### src/rtl/irqbid_pkg.sv
package irqbid_pkg;
  localparam int TY_W          = 3;
  localparam int NUM_TYPE      = 8;
  localparam int NUM_FIFO_TYPE = 2;
  localparam int NUM_EVT       = NUM_TYPE - NUM_FIFO_TYPE;
  localparam int MODE_MASKRD   = 6;

  typedef enum logic [TY_W-1:0] {
    SRC_TX_EMPTY = 3'd0,
    SRC_RX_FILL  = 3'd1,
    SRC_BRK_CHG  = 3'd2,
    SRC_RX_ERR   = 3'd3,
    SRC_PIN_CHG  = 3'd4,
    SRC_RX_TMO   = 3'd5,
    SRC_FLOW_CH  = 3'd6,
    SRC_ADDR_CH  = 3'd7
  } src_type_e;
endpackage

### src/rtl/irqbid_chan.sv
module irqbid_chan
  import irqbid_pkg::*;
#(
  parameter int LVL_W = 4
) (
  input  logic                clk,
  input  logic                rst_n,
  input  logic [1:0]          fifo_req,
  input  logic [LVL_W-1:0]    tx_lvl,
  input  logic [LVL_W-1:0]    rx_lvl,
  input  logic [NUM_EVT-1:0]  evt_pulse,
  input  logic                mask_we,
  input  logic                stat_we,
  input  logic                mode_we,
  input  logic [NUM_TYPE-1:0] wdata,
  output logic [NUM_TYPE-1:0] stat_q,
  output logic [NUM_TYPE-1:0] mask_q,
  output logic [NUM_TYPE-1:0] mode_q,
  output logic [NUM_TYPE-1:0] part,
  output logic [LVL_W-1:0]    tx_lvl_q,
  output logic [LVL_W-1:0]    rx_lvl_q
);
  logic [NUM_EVT-1:0] clr_bits;

  assign clr_bits = stat_we ? wdata[NUM_TYPE-1:NUM_FIFO_TYPE] : '0;

  always_ff @(posedge clk or negedge rst_n) begin
    if (!rst_n) begin
      stat_q   <= '0;
      mask_q   <= '0;
      mode_q   <= '0;
      tx_lvl_q <= '0;
      rx_lvl_q <= '0;
    end else begin
      stat_q[NUM_FIFO_TYPE-1:0]        <= fifo_req;
      // a set and a clear in the same cycle: the set wins
      stat_q[NUM_TYPE-1:NUM_FIFO_TYPE] <= evt_pulse |
                                          (stat_q[NUM_TYPE-1:NUM_FIFO_TYPE] & ~clr_bits);
      tx_lvl_q <= tx_lvl;
      rx_lvl_q <= rx_lvl;
      if (mask_we) mask_q <= wdata;
      if (mode_we) mode_q <= wdata;
    end
  end

  assign part = stat_q & mask_q;
endmodule

### src/rtl/irqbid_maxtree.sv
module irqbid_maxtree #(
  parameter int N     = 64,
  parameter int BID_W = 10
) (
  input  logic [N-1:0]       valid,
  input  logic [N*BID_W-1:0] bids,
  output logic               win_valid,
  output logic [BID_W-1:0]   win_bid
);
  localparam int NODES = 2 * N - 1;

  logic [NODES-1:0] nv;
  logic [BID_W-1:0] nb [NODES];

  for (genvar i = 0; i < N; i++) begin : g_leaf
    assign nv[N-1+i] = valid[i];
    assign nb[N-1+i] = bids[i*BID_W +: BID_W];
  end

  for (genvar j = 0; j < N - 1; j++) begin : g_node
    logic take_l;
    assign take_l = nv[2*j+1] && (!nv[2*j+2] || (nb[2*j+1] > nb[2*j+2]));
    assign nv[j]  = nv[2*j+1] | nv[2*j+2];
    assign nb[j]  = take_l ? nb[2*j+1] : nb[2*j+2];
  end

  assign win_valid = nv[0];
  assign win_bid   = nb[0];
endmodule

### src/rtl/irqbid_capture.sv
module irqbid_capture #(
  parameter int BID_W = 10
) (
  input  logic             clk,
  input  logic             rst_n,
  input  logic             win_valid,
  input  logic [BID_W-1:0] win_bid,
  input  logic [BID_W-1:0] thr,
  input  logic             iack,
  output logic             irq,
  output logic             cir_valid,
  output logic [BID_W-1:0] cir_bid
);
  logic above;

  assign above = win_valid && (win_bid > thr);

  always_ff @(posedge clk or negedge rst_n) begin
    if (!rst_n) begin
      irq       <= 1'b0;
      cir_valid <= 1'b0;
      cir_bid   <= '0;
    end else begin
      irq <= above;
      if (iack) begin
        cir_valid <= above;
        cir_bid   <= above ? win_bid : '0;
      end
    end
  end
endmodule

### src/rtl/irq_bid_arbiter.sv
module irq_bid_arbiter
  import irqbid_pkg::*;
#(
  parameter  int NUM_CH = 8,
  parameter  int LVL_W  = 4,
  parameter  int DATA_W = 16,
  localparam int CH_W   = (NUM_CH > 1) ? $clog2(NUM_CH) : 1,
  localparam int ADDR_W = $clog2(3 * NUM_CH + 2)
) (
  input  logic                       clk,
  input  logic                       rst_n,
  input  logic [2*NUM_CH-1:0]        fifo_req,
  input  logic [NUM_CH*LVL_W-1:0]    tx_lvl,
  input  logic [NUM_CH*LVL_W-1:0]    rx_lvl,
  input  logic [NUM_EVT*NUM_CH-1:0]  evt_pulse,
  input  logic                       wr_en,
  input  logic [ADDR_W-1:0]          wr_addr,
  input  logic [DATA_W-1:0]          wr_data,
  input  logic [ADDR_W-1:0]          rd_addr,
  output logic [DATA_W-1:0]          rd_data,
  input  logic                       iack,
  output logic                       irq,
  output logic                       cir_valid,
  output logic [CH_W-1:0]            cir_chan,
  output logic [TY_W-1:0]            cir_type,
  output logic [LVL_W-1:0]           cir_level
);
  localparam int NUM_SRC   = NUM_CH * NUM_TYPE;
  localparam int BID_W     = LVL_W + TY_W + CH_W;
  localparam int MASK_BASE = 0;
  localparam int STAT_BASE = NUM_CH;
  localparam int MODE_BASE = 2 * NUM_CH;
  localparam int THR_ADDR  = 3 * NUM_CH;
  localparam int CIR_ADDR  = 3 * NUM_CH + 1;

  logic [NUM_CH-1:0][NUM_TYPE-1:0] stat, mask, mode, part;
  logic [LVL_W-1:0]                txq [NUM_CH];
  logic [LVL_W-1:0]                rxq [NUM_CH];
  logic [NUM_SRC-1:0]              part_flat;
  logic [NUM_SRC*BID_W-1:0]        bid_flat;
  logic                            win_valid;
  logic [BID_W-1:0]                win_bid;
  logic [BID_W-1:0]                thr_q;
  logic [BID_W-1:0]                cir_bid_q;

  for (genvar c = 0; c < NUM_CH; c++) begin : g_ch
    logic mwe, swe, dwe;
    assign mwe = wr_en && (wr_addr == ADDR_W'(MASK_BASE + c));
    assign swe = wr_en && (wr_addr == ADDR_W'(STAT_BASE + c));
    assign dwe = wr_en && (wr_addr == ADDR_W'(MODE_BASE + c));

    irqbid_chan #(.LVL_W(LVL_W)) u_chan (
      .clk      (clk),
      .rst_n    (rst_n),
      .fifo_req (fifo_req[2*c +: 2]),
      .tx_lvl   (tx_lvl[c*LVL_W +: LVL_W]),
      .rx_lvl   (rx_lvl[c*LVL_W +: LVL_W]),
      .evt_pulse(evt_pulse[c*NUM_EVT +: NUM_EVT]),
      .mask_we  (mwe),
      .stat_we  (swe),
      .mode_we  (dwe),
      .wdata    (wr_data[NUM_TYPE-1:0]),
      .stat_q   (stat[c]),
      .mask_q   (mask[c]),
      .mode_q   (mode[c]),
      .part     (part[c]),
      .tx_lvl_q (txq[c]),
      .rx_lvl_q (rxq[c])
    );

    for (genvar t = 0; t < NUM_TYPE; t++) begin : g_ty
      logic [LVL_W-1:0] lvl;
      if (t == int'(SRC_TX_EMPTY)) begin : g_tx
        assign lvl = txq[c];
      end else if (t == int'(SRC_RX_FILL)) begin : g_rx
        assign lvl = rxq[c];
      end else begin : g_evt
        assign lvl = '1;
      end
      assign bid_flat[(c*NUM_TYPE+t)*BID_W +: BID_W] = {lvl, TY_W'(t), CH_W'(c)};
    end
  end

  assign part_flat = part;

  always_ff @(posedge clk or negedge rst_n) begin
    if (!rst_n)                                        thr_q <= '1;
    else if (wr_en && wr_addr == ADDR_W'(THR_ADDR))    thr_q <= wr_data[BID_W-1:0];
  end

  irqbid_maxtree #(.N(NUM_SRC), .BID_W(BID_W)) u_max (
    .valid    (part_flat),
    .bids     (bid_flat),
    .win_valid(win_valid),
    .win_bid  (win_bid)
  );

  irqbid_capture #(.BID_W(BID_W)) u_cap (
    .clk      (clk),
    .rst_n    (rst_n),
    .win_valid(win_valid),
    .win_bid  (win_bid),
    .thr      (thr_q),
    .iack     (iack),
    .irq      (irq),
    .cir_valid(cir_valid),
    .cir_bid  (cir_bid_q)
  );

  assign cir_chan  = cir_bid_q[CH_W-1:0];
  assign cir_type  = cir_bid_q[CH_W +: TY_W];
  assign cir_level = cir_bid_q[BID_W-1 -: LVL_W];

  always_comb begin
    rd_data = '0;
    for (int c = 0; c < NUM_CH; c++) begin
      if (rd_addr == ADDR_W'(MASK_BASE + c)) rd_data[NUM_TYPE-1:0] = mask[c];
      if (rd_addr == ADDR_W'(MODE_BASE + c)) rd_data[NUM_TYPE-1:0] = mode[c];
      if (rd_addr == ADDR_W'(STAT_BASE + c))
        rd_data[NUM_TYPE-1:0] = mode[c][MODE_MASKRD] ? (stat[c] & mask[c]) : stat[c];
    end
    if (rd_addr == ADDR_W'(THR_ADDR)) rd_data[BID_W-1:0] = thr_q;
    if (rd_addr == ADDR_W'(CIR_ADDR)) rd_data[BID_W:0]   = {cir_valid, cir_bid_q};
  end
endmodule

### config.mk
export PLATFORM = sky130hd
export DESIGN_NAME = irq_bid_arbiter
export DESIGN_NICKNAME = d
export VERILOG_FILES = /design/src/rtl/irqbid_pkg.sv /design/src/rtl/irqbid_chan.sv /design/src/rtl/irqbid_maxtree.sv /design/src/rtl/irqbid_capture.sv /design/src/rtl/irq_bid_arbiter.sv
export SDC_FILE = /design/constraint.sdc
export NUM_CORES = 1
export LEC_CHECK = 0
export BUFFER_PORTS_ARGS = -buffer_cell sky130_fd_sc_hd__buf_2
export CORE_ASPECT_RATIO = 1.75
export CORE_MARGIN = 2
export CORE_UTILIZATION = 45
export DETAILED_ROUTE_END_ITERATION = 8
export PLACE_DENSITY = 0.64
export SLEW_MARGIN = 40
export SYNTH_ARGS = -nofsm -noshare
export SYNTH_HDL_FRONTEND = slang
export SYNTH_SLANG_ARGS = --single-unit
### constraint.sdc
create_clock -name clk -period 15.5 [get_ports clk]
set_input_delay 1.55 -clock clk [delete_from_list [all_inputs] [get_ports clk]]
set_output_delay 1.55 -clock clk [all_outputs]
set_load 0.02 [all_outputs]
==> results of run 1 <==
-- through the flow --
stage / setup slack (ps) / hold WS, ps / util, %
after floorplan: 6940 / 465 / -
after global placement: 5820 / 483 / 49.2
after detailed placement: 5740 / 488 / 49.3
after CTS: 5720 / 505 / 52.5
after global routing: 5190 / 513 / 52.5
final: 5690 / 503 / 52.5
-- worst max-delay path: cells and delay by family (launching register included) --
kind,cells,cell delay [ps]
buf+inv,3,220
flops,1,390
simple gates,7,1800
fa+ha+maj,5,1510
mux,2,870
compound gates,26,4910
-- final timing paths --
check,start,endpoint
worst min register to register,g_ch[3].u_chan.stat_q[3],g_ch[3].u_chan.stat_q[3]
max in group asynchronous,rst_n,u_cap.cir_bid[2]
worst max register to register,g_ch[5].u_chan.tx_lvl_q[2],u_cap.cir_bid[5]
worst max-delay path,g_ch[5].u_chan.tx_lvl_q[2],u_cap.cir_bid[5]
min in group asynchronous,rst_n,g_ch[0].u_chan.mode_q[5]
worst min-delay path,g_ch[3].u_chan.stat_q[3],g_ch[3].u_chan.stat_q[3]
-- layout by cell type (no fill, tap or decap), types with 9 or more instances in the layout --
cell / instances
a221oi_1: 34
a31oi_1: 11
nand2_1: 201
ha_1: 75
mux2_2: 146
a22oi_1: 35
o21ai_0: 93
nand2b_1: 20
o21a_1: 9
nor2b_1: 12
nand3_1: 28
nand4_1: 9
nand4b_1: 9
a21boi_0: 13
nor3_1: 11
a21o_1: 76
a21oi_1: 78
nor2_1: 95
buf_4: 11
a221o_1: 23
buf_2: 172
and2_1: 14
o211ai_1: 32
inv_1: 83
and3_1: 9
dfrtp_1: 268
a22o_1: 12
mux2i_1: 17
bufinv_16: 9
o2bb2ai_1: 14
dfstp_2: 10
clkbuf_16: 29
-- Yosys cell counts (all sizes together) (20+ instances only) --
library cell	n	area, um^2
dfrtp	268	6710
nand2	202	761
mux2	146	1640
o21ai	100	504
nor2	97	364
inv	83	312
a21oi	80	408
a21o	76	571
ha	75	938
clkbuf	43	161
a22oi	35	263
a221oi	34	298
o211ai	32	240
nand3	28	140
a221o	23	230
nand2b	20	125
-- state kept, by name (all words and copies together) (netlist names) --
name / count
u_cap.irq: 1
g_ch.u_chan.rx_lvl_q: 32
g_ch.u_chan.mode_q: 64
g_ch.u_chan.mask_q: 64
u_cap.cir_valid: 1
thr_q: 10
g_ch.u_chan.tx_lvl_q: 32
u_cap.cir_bid: 10
g_ch.u_chan.stat_q: 64
-- cell families (layout without fill, tap and decap cells) --
kind of cell | after synthesis | after routing | share of synthesized area [%]
and+or+nand+nor | 449 | 449 | 12.9
buffers and inverters | 143 | 322 | 3.62
other | 1 | 7 | 0.0234
DFF | 278 | 278 | 43.6
adders and majority gates | 75 | 75 | 5.87
muxes | 163 | 163 | 11.3
AOI/OAI and AO/OA | 509 | 509 | 22.6
-- metal layers --
layer  global-route usage (%)  vias to the layer above
li1                         -                     6300
met2                     51.6                      486
met3                     2.95                      122
met4                     13.8                        2
met5                        0                        -
met1                     29.8                     6688
-- power by group through the flow --
stage	Combinational, mW	Sequential [mW]	Clock [mW]
after floorplan	0.884	0.922	0
after global placement	1.21	0.931	0
after detailed placement	1.23	0.934	0
after CTS	1.24	0.922	0.836
after global routing	1.37	0.936	0.866
final	1.24	0.925	0.822
-- cell type report --
type	count	area (um^2)	share of cell area (%)
Sequential cell	278	6970	37.7
Multi-Input combinational cell	1201	8510	46.0
Antenna cell	2	5.00	0.0271
Clock buffer	35	798	4.32
Timing Repair Buffer	186	981	5.31
Clock inverter	18	329	1.78
Tap cell	465	582	3.15
Inverter	83	312	1.69
==> summary.txt, run 1 <==
Critical path
  – Max incr delay on CP: 490 ps
  – Critical path's most frequent cell: a21o_1
  – Setup Crit Path Kind: reg2reg
  – Reg2reg setup slack: 5690 ps
  – Critical path required time: roughly 16000 ps
  – Arrival time worst endpoint: about 10000 ps
  – Crit Path Max Fanout: 14
  – R2R cell count: between 40 and 50
  – Element type at the critical path end: register
  – Crit start category: register
  – CP max-delay cell: o21ai_2

Synth
  – Post-synth EDFFs: 0
  – Syn Inst Count: roughly 1600
  – Ys Warns: 0
  – Syn avg cell area: 9.89 um^2
  – Fraction of registers with async set/reset: 100%
  – Seq/Total Area, Yosys: 43.6%
  – Post-synth cell types: 75
  – Synthesized area: about 16000 um^2
  – FF+latch count, synth: between 200 and 300
  – Primary FF master, synth: dfrtp_1

Power and ir drop
  – Pint: between 1.5 and 2 mW
  – PD cells: approximately 160 nW/um^2
  – Peak supply drop: 0.000100 V
  – Switching pwr: 1.14 mW
  – Clk pwr share: between 20% and 30%
  – Sequential share of power: between 30% and 40%
  – Total power: 2.98 mW
  – Logic pwr share: 41.5%
  – Leak pwr: 8.26 nW
  – Sw Share: 38.1%

Detailed routing
  – Met3 WL: 2420 um
  – Remaining antenna violation count: 0
  – M1 WL: 18500 um
  – Via count: between 10000 and 15000
  – Met2 WL post-DR: 27300 um
  – Via/cell ratio: 6.00
  – Number of detailed-route iterations in the first pass: 6
  – DRC: 0
  – Avg WL per Cell: 22.5 um
  – DR top layer: met5
  – Initial DRC count: about 1000
  – Drt total wl: 51000 um

Global route
  – Vias in the first global route: around 14000
  – Antenna violations before repair: 1
  – Largest net degree at the start of global routing: 90
  – Total track usage: 27.2%
  – Total grt overflow: 0
  – First-pass GRT wire length: 77900 um

Floorplan
  – # IOs: 186
  – Cell Rows: 91
  – Die Ht: approximately 250 um
  – Full die area: 37100 um^2
  – Initial Util: 45.5%
  – Core box area: about 35000 um^2
  – Die Wd: 147 um

CTS
  – CTS root buf: clkbuf_16
  – Worst-path clk slew: 70 ps
  – Post-CTS sizing: 0
  – CTS Buf Count: 29
  – Worst-case clock buffer depth: 3
  – # hold bufs at CTS: 0
  – CTS H-tree depth: 1
  – Clk Latency, worst-skew pair: 570 ps
  – Num Clock Sinks: 278
  – CTS tree: done
  – Post-CTS setup buffers: 0

Finish
  – Layout Nets: 2012
  – Non-Filler Instances: 2268
  – Synthesis-to-finish area growth: 15.6%
  – Share of cells above drive strength 1: between 20% and 30%
  – Fin area: 18500 um^2
  – Final-layout fill cell count: 3219

Timing
  – Slew @ Worst Pin: 845 ps
  – Unrepaired setup endpoints after global routing: no
  – Fmax: between 100 and 150 MHz
  – Max Slew Vio Count: 0
  – Min cycle time layout: 9810 ps
  – Total negative slack: 0 ps
  – Setup violation total in the final timing report: 0
  – Worst relative slew slack: 43.7%
  – Setup Skew: 19.5 ps
  – Final period utilization: 63.3%
  – Hold Vio Cnt, Final: 0

Status
  – Status: completed

Placed design
  – Gpl congestion: approximately 0.91
  – DP Area: 17300 um^2
  – Placed insts: 2213
  – Detailed Place HPWL: ~38000 um
  – IO buf count: around 170

Worst hold path
  – Hold path cells: 1
  – Hold Crit Class: reg2reg

Run
  – Max_cap viols: 0
(Power assumes the default switching activity.)
==> inputs of run 2 (changes only) <==
clock period = 9.14 ns   (was 15.5 ns; I/O delays follow)
==> summary.txt, run 2 (synthesis results as in run 1) <==
Detailed routing
  – Remaining antenna violation count: 0 (unchanged)
  – Number of detailed-route iterations in the first pass: 5 (was 6)
  – Via/cell ratio: 6.03 (was 6.00)
  – Initial DRC count: 877 (was 977)
  – Drt total wl: 52500 um (was 51000 um)
  – Avg WL per Cell: 22.9 um (was 22.5 um)
  – DRC: 0 (unchanged)
  – Via count: 13827 (was 13598)

Critical path
  – Critical R2R Launch: g_ch[5].u_chan.tx_lvl_q[2] (unchanged)
  – CP max-delay cell: dfrtp_1 (was o21ai_2)
  – Critical path required time: 9600 ps (was 15960 ps)
  – Critical R2R Capture: u_cap.cir_bid[5] (unchanged)
  – Critical path's most frequent cell: a21o_1 (unchanged)
  – Arrival time worst endpoint: 9260 ps (was 10270 ps)
  – R2R cell count: 45 (was 43)
  – Crit Path Max Fanout: 7 (was 14)
  – Reg2reg setup slack: 340 ps (was 5690 ps)
  – Buf/Inv on CP: 4 (was 3)
  – Setup Crit Path Kind: reg2reg (unchanged)
  – Element type at the critical path end: register (unchanged)
  – Max incr delay on CP: 400 ps (was 490 ps)
  – Worst path top cell family by delay: compound AO/OA/AOI/OAI gates (unchanged)
  – Crit start category: register (unchanged)

Finish
  – Share of cells above drive strength 1: 25.6% (was 23.7%)
  – Seq. cell area: 6970 um^2 (unchanged)
  – Utilization after layout: 53.2% (was 52.5%)
  – Largest registers: g_ch.u_chan.mask_q x64, g_ch.u_chan.mode_q x64, g_ch.u_chan.stat_q x64 (unchanged)
  – Commonest non-fill, non-tap cell in the layout: dfrtp_1 (unchanged)
  – Final-layout fill cell count: 3208 (was 3219)
  – Multi-input gate area: 8630 um^2 (was 8510 um^2)
  – Synthesis-to-finish area growth: 17.0% (was 15.6%)
  – Most frequent cells in the layout: dfrtp_1 (268), nand2_1 (199), buf_2 (171) (was dfrtp_1 (268), nand2_1 (201), buf_2 (172))
  – Layout Nets: 2037 (was 2012)

Timing
  – Worst relative slew slack: 45.6% (was 43.7%)
  – Final period utilization: 96.2% (was 63.3%)
  – Hold Vio Cnt, Final: 0 (unchanged)
  – Fmax: 114 MHz (was 102 MHz)
  – Min cycle time layout: 8800 ps (was 9810 ps)
  – Hold_ws: 249 ps (was 503 ps)
  – Slew @ Worst Pin: 813 ps (was 845 ps)
  – Max Slew Vio Count: 0 (unchanged)
  – Setup violation total in the final timing report: 0 (unchanged)
  – Setup Skew: 9.95 ps (was 19.5 ps)

Placed design
  – Gpl congestion: 0.939 (was 0.913)
  – IO buf count: 174 (unchanged)
  – Detailed Place HPWL: 39200 um (was 38100 um)

Floorplan
  – Initial Util: 45.5% (unchanged)
  – Cell Rows: 91 (unchanged)
  – Die Wd: 147 um (unchanged)
  – # IOs: 186 (unchanged)
  – Full die area: 37100 um^2 (unchanged)
  – Core box area: 35200 um^2 (unchanged)
  – Die Ht: 253 um (unchanged)

Power and ir drop
  – PD cells: 276 nW/um^2 (was 161 nW/um^2)
  – Leak pwr: 8.36 nW (was 8.26 nW)
  – Peak supply drop: 0.000169 V (was 0.000100 V)
  – Total power: 5.16 mW (was 2.98 mW)

CTS
  – CTS tree: done (unchanged)
  – Num Clock Sinks: 278 (unchanged)
  – CTS root buf: clkbuf_16 (unchanged)
  – Worst-path clk slew: 60 ps (was 70 ps)
  – Worst-case clock buffer depth: 3 (unchanged)
  – CTS H-tree depth: 1 (unchanged)
  – CTS Buf Count: 29 (unchanged)
  – Clk Latency, worst-skew pair: 580 ps (was 570 ps)

Global route
  – Antenna violations before repair: 2 (was 1)
  – Total grt overflow: 0 (unchanged)
  – Largest net degree at the start of global routing: 108 (was 90)
  – Vias in the first global route: 14024 (was 13605)
  – Total track usage: 28.0% (was 27.2%)
  – First-pass GRT wire length: 79800 um (was 77900 um)

Status
  – Status: completed (unchanged)

Worst hold path
  – Hold Crit Class: in2async (was reg2reg)

Run
  – Max_cap viols: 0 (unchanged)
-- run 2: report_power, final --
group          switching (mW)  total [mW]  internal (mW)
clock                   0.518        1.25          0.733
combinational            1.32        2.33           1.01
sequential              0.169        1.58           1.41
total                    2.01        5.16           3.15
-- run 2: per-layer routing --
metal  track usage [%]  vias to the layer above  wire [um]
met2              52.5                      445      27600
met3              2.81                      152       2190
met4              16.9                        4       3650
li1                  -                     6353          -
met5                 0                        -         26
met1              30.1                     6873      19000
-- run 2: area by class of cell --
| cell class | count | area share (%) |
|---|---|---|
| multi-input combinational | 1201 | 46.1 |
| sequential | 278 | 37.2 |
| clock buffer | 40 | 4.31 |
| antenna | 2 | 0.0267 |
| clock inverter | 14 | 1.02 |
| tap | 465 | 3.11 |
| timing repair buffer | 211 | 6.54 |
| inverter | 83 | 1.66 |
-- run 2: repair_timing --
item                                    4_1_cts  5_1_grt
hold buffers                                  0        0
hold endpoints to repair                      0        0
endpoints found under the setup margin        0       12
gates resized for setup                       0       30
setup buffers                                 0        9
-- run 2: how the worst max path moves through the flow --
stage / startpoint / endpoint / slack (ps) / cells after the start
2_1_floorplan: g_ch[5].u_chan.tx_lvl_q[2] / u_cap.cir_bid[5] / 580 / 43
3_3_place_gp: g_ch[5].u_chan.tx_lvl_q[2] / u_cap.cir_bid[5] / 110 / 45
3_5_place_dp: g_ch[2].u_chan.tx_lvl_q[2] / u_cap.cir_bid[5] / 50 / 41
4_1_cts: g_ch[5].u_chan.tx_lvl_q[2] / u_cap.cir_bid[5] / 6 / 45
5_1_grt: g_ch[6].u_chan.tx_lvl_q[2] / u_cap.cir_bid[5] / -50 / 43
6_report: g_ch[5].u_chan.tx_lvl_q[2] / u_cap.cir_bid[5] / 340 / 45
-- run 2: worst register-to-register path, delay by kind of cell, from the launching register on --
kind	cells	cell delay, ps
adder cells (fa/ha/maj)	5	1460
AND/OR/NAND/NOR	9	1680
multiplexers	1	370
AO/OA/AOI/OAI	26	4300
flip-flops	1	400
buffers and inverters	4	460
-- run 2: stage by stage --
stage	cell area, um^2	setup WS [ps]	instances	TNS [ps]
final	18700	344	2294	0
after global routing	18700	-52.1	2292	-293
after CTS	18500	5.84	2283	0
after detailed placement	17500	49.4	2229	0
after global placement	17400	106	2227	0
after floorplan	16000	584	1622	0
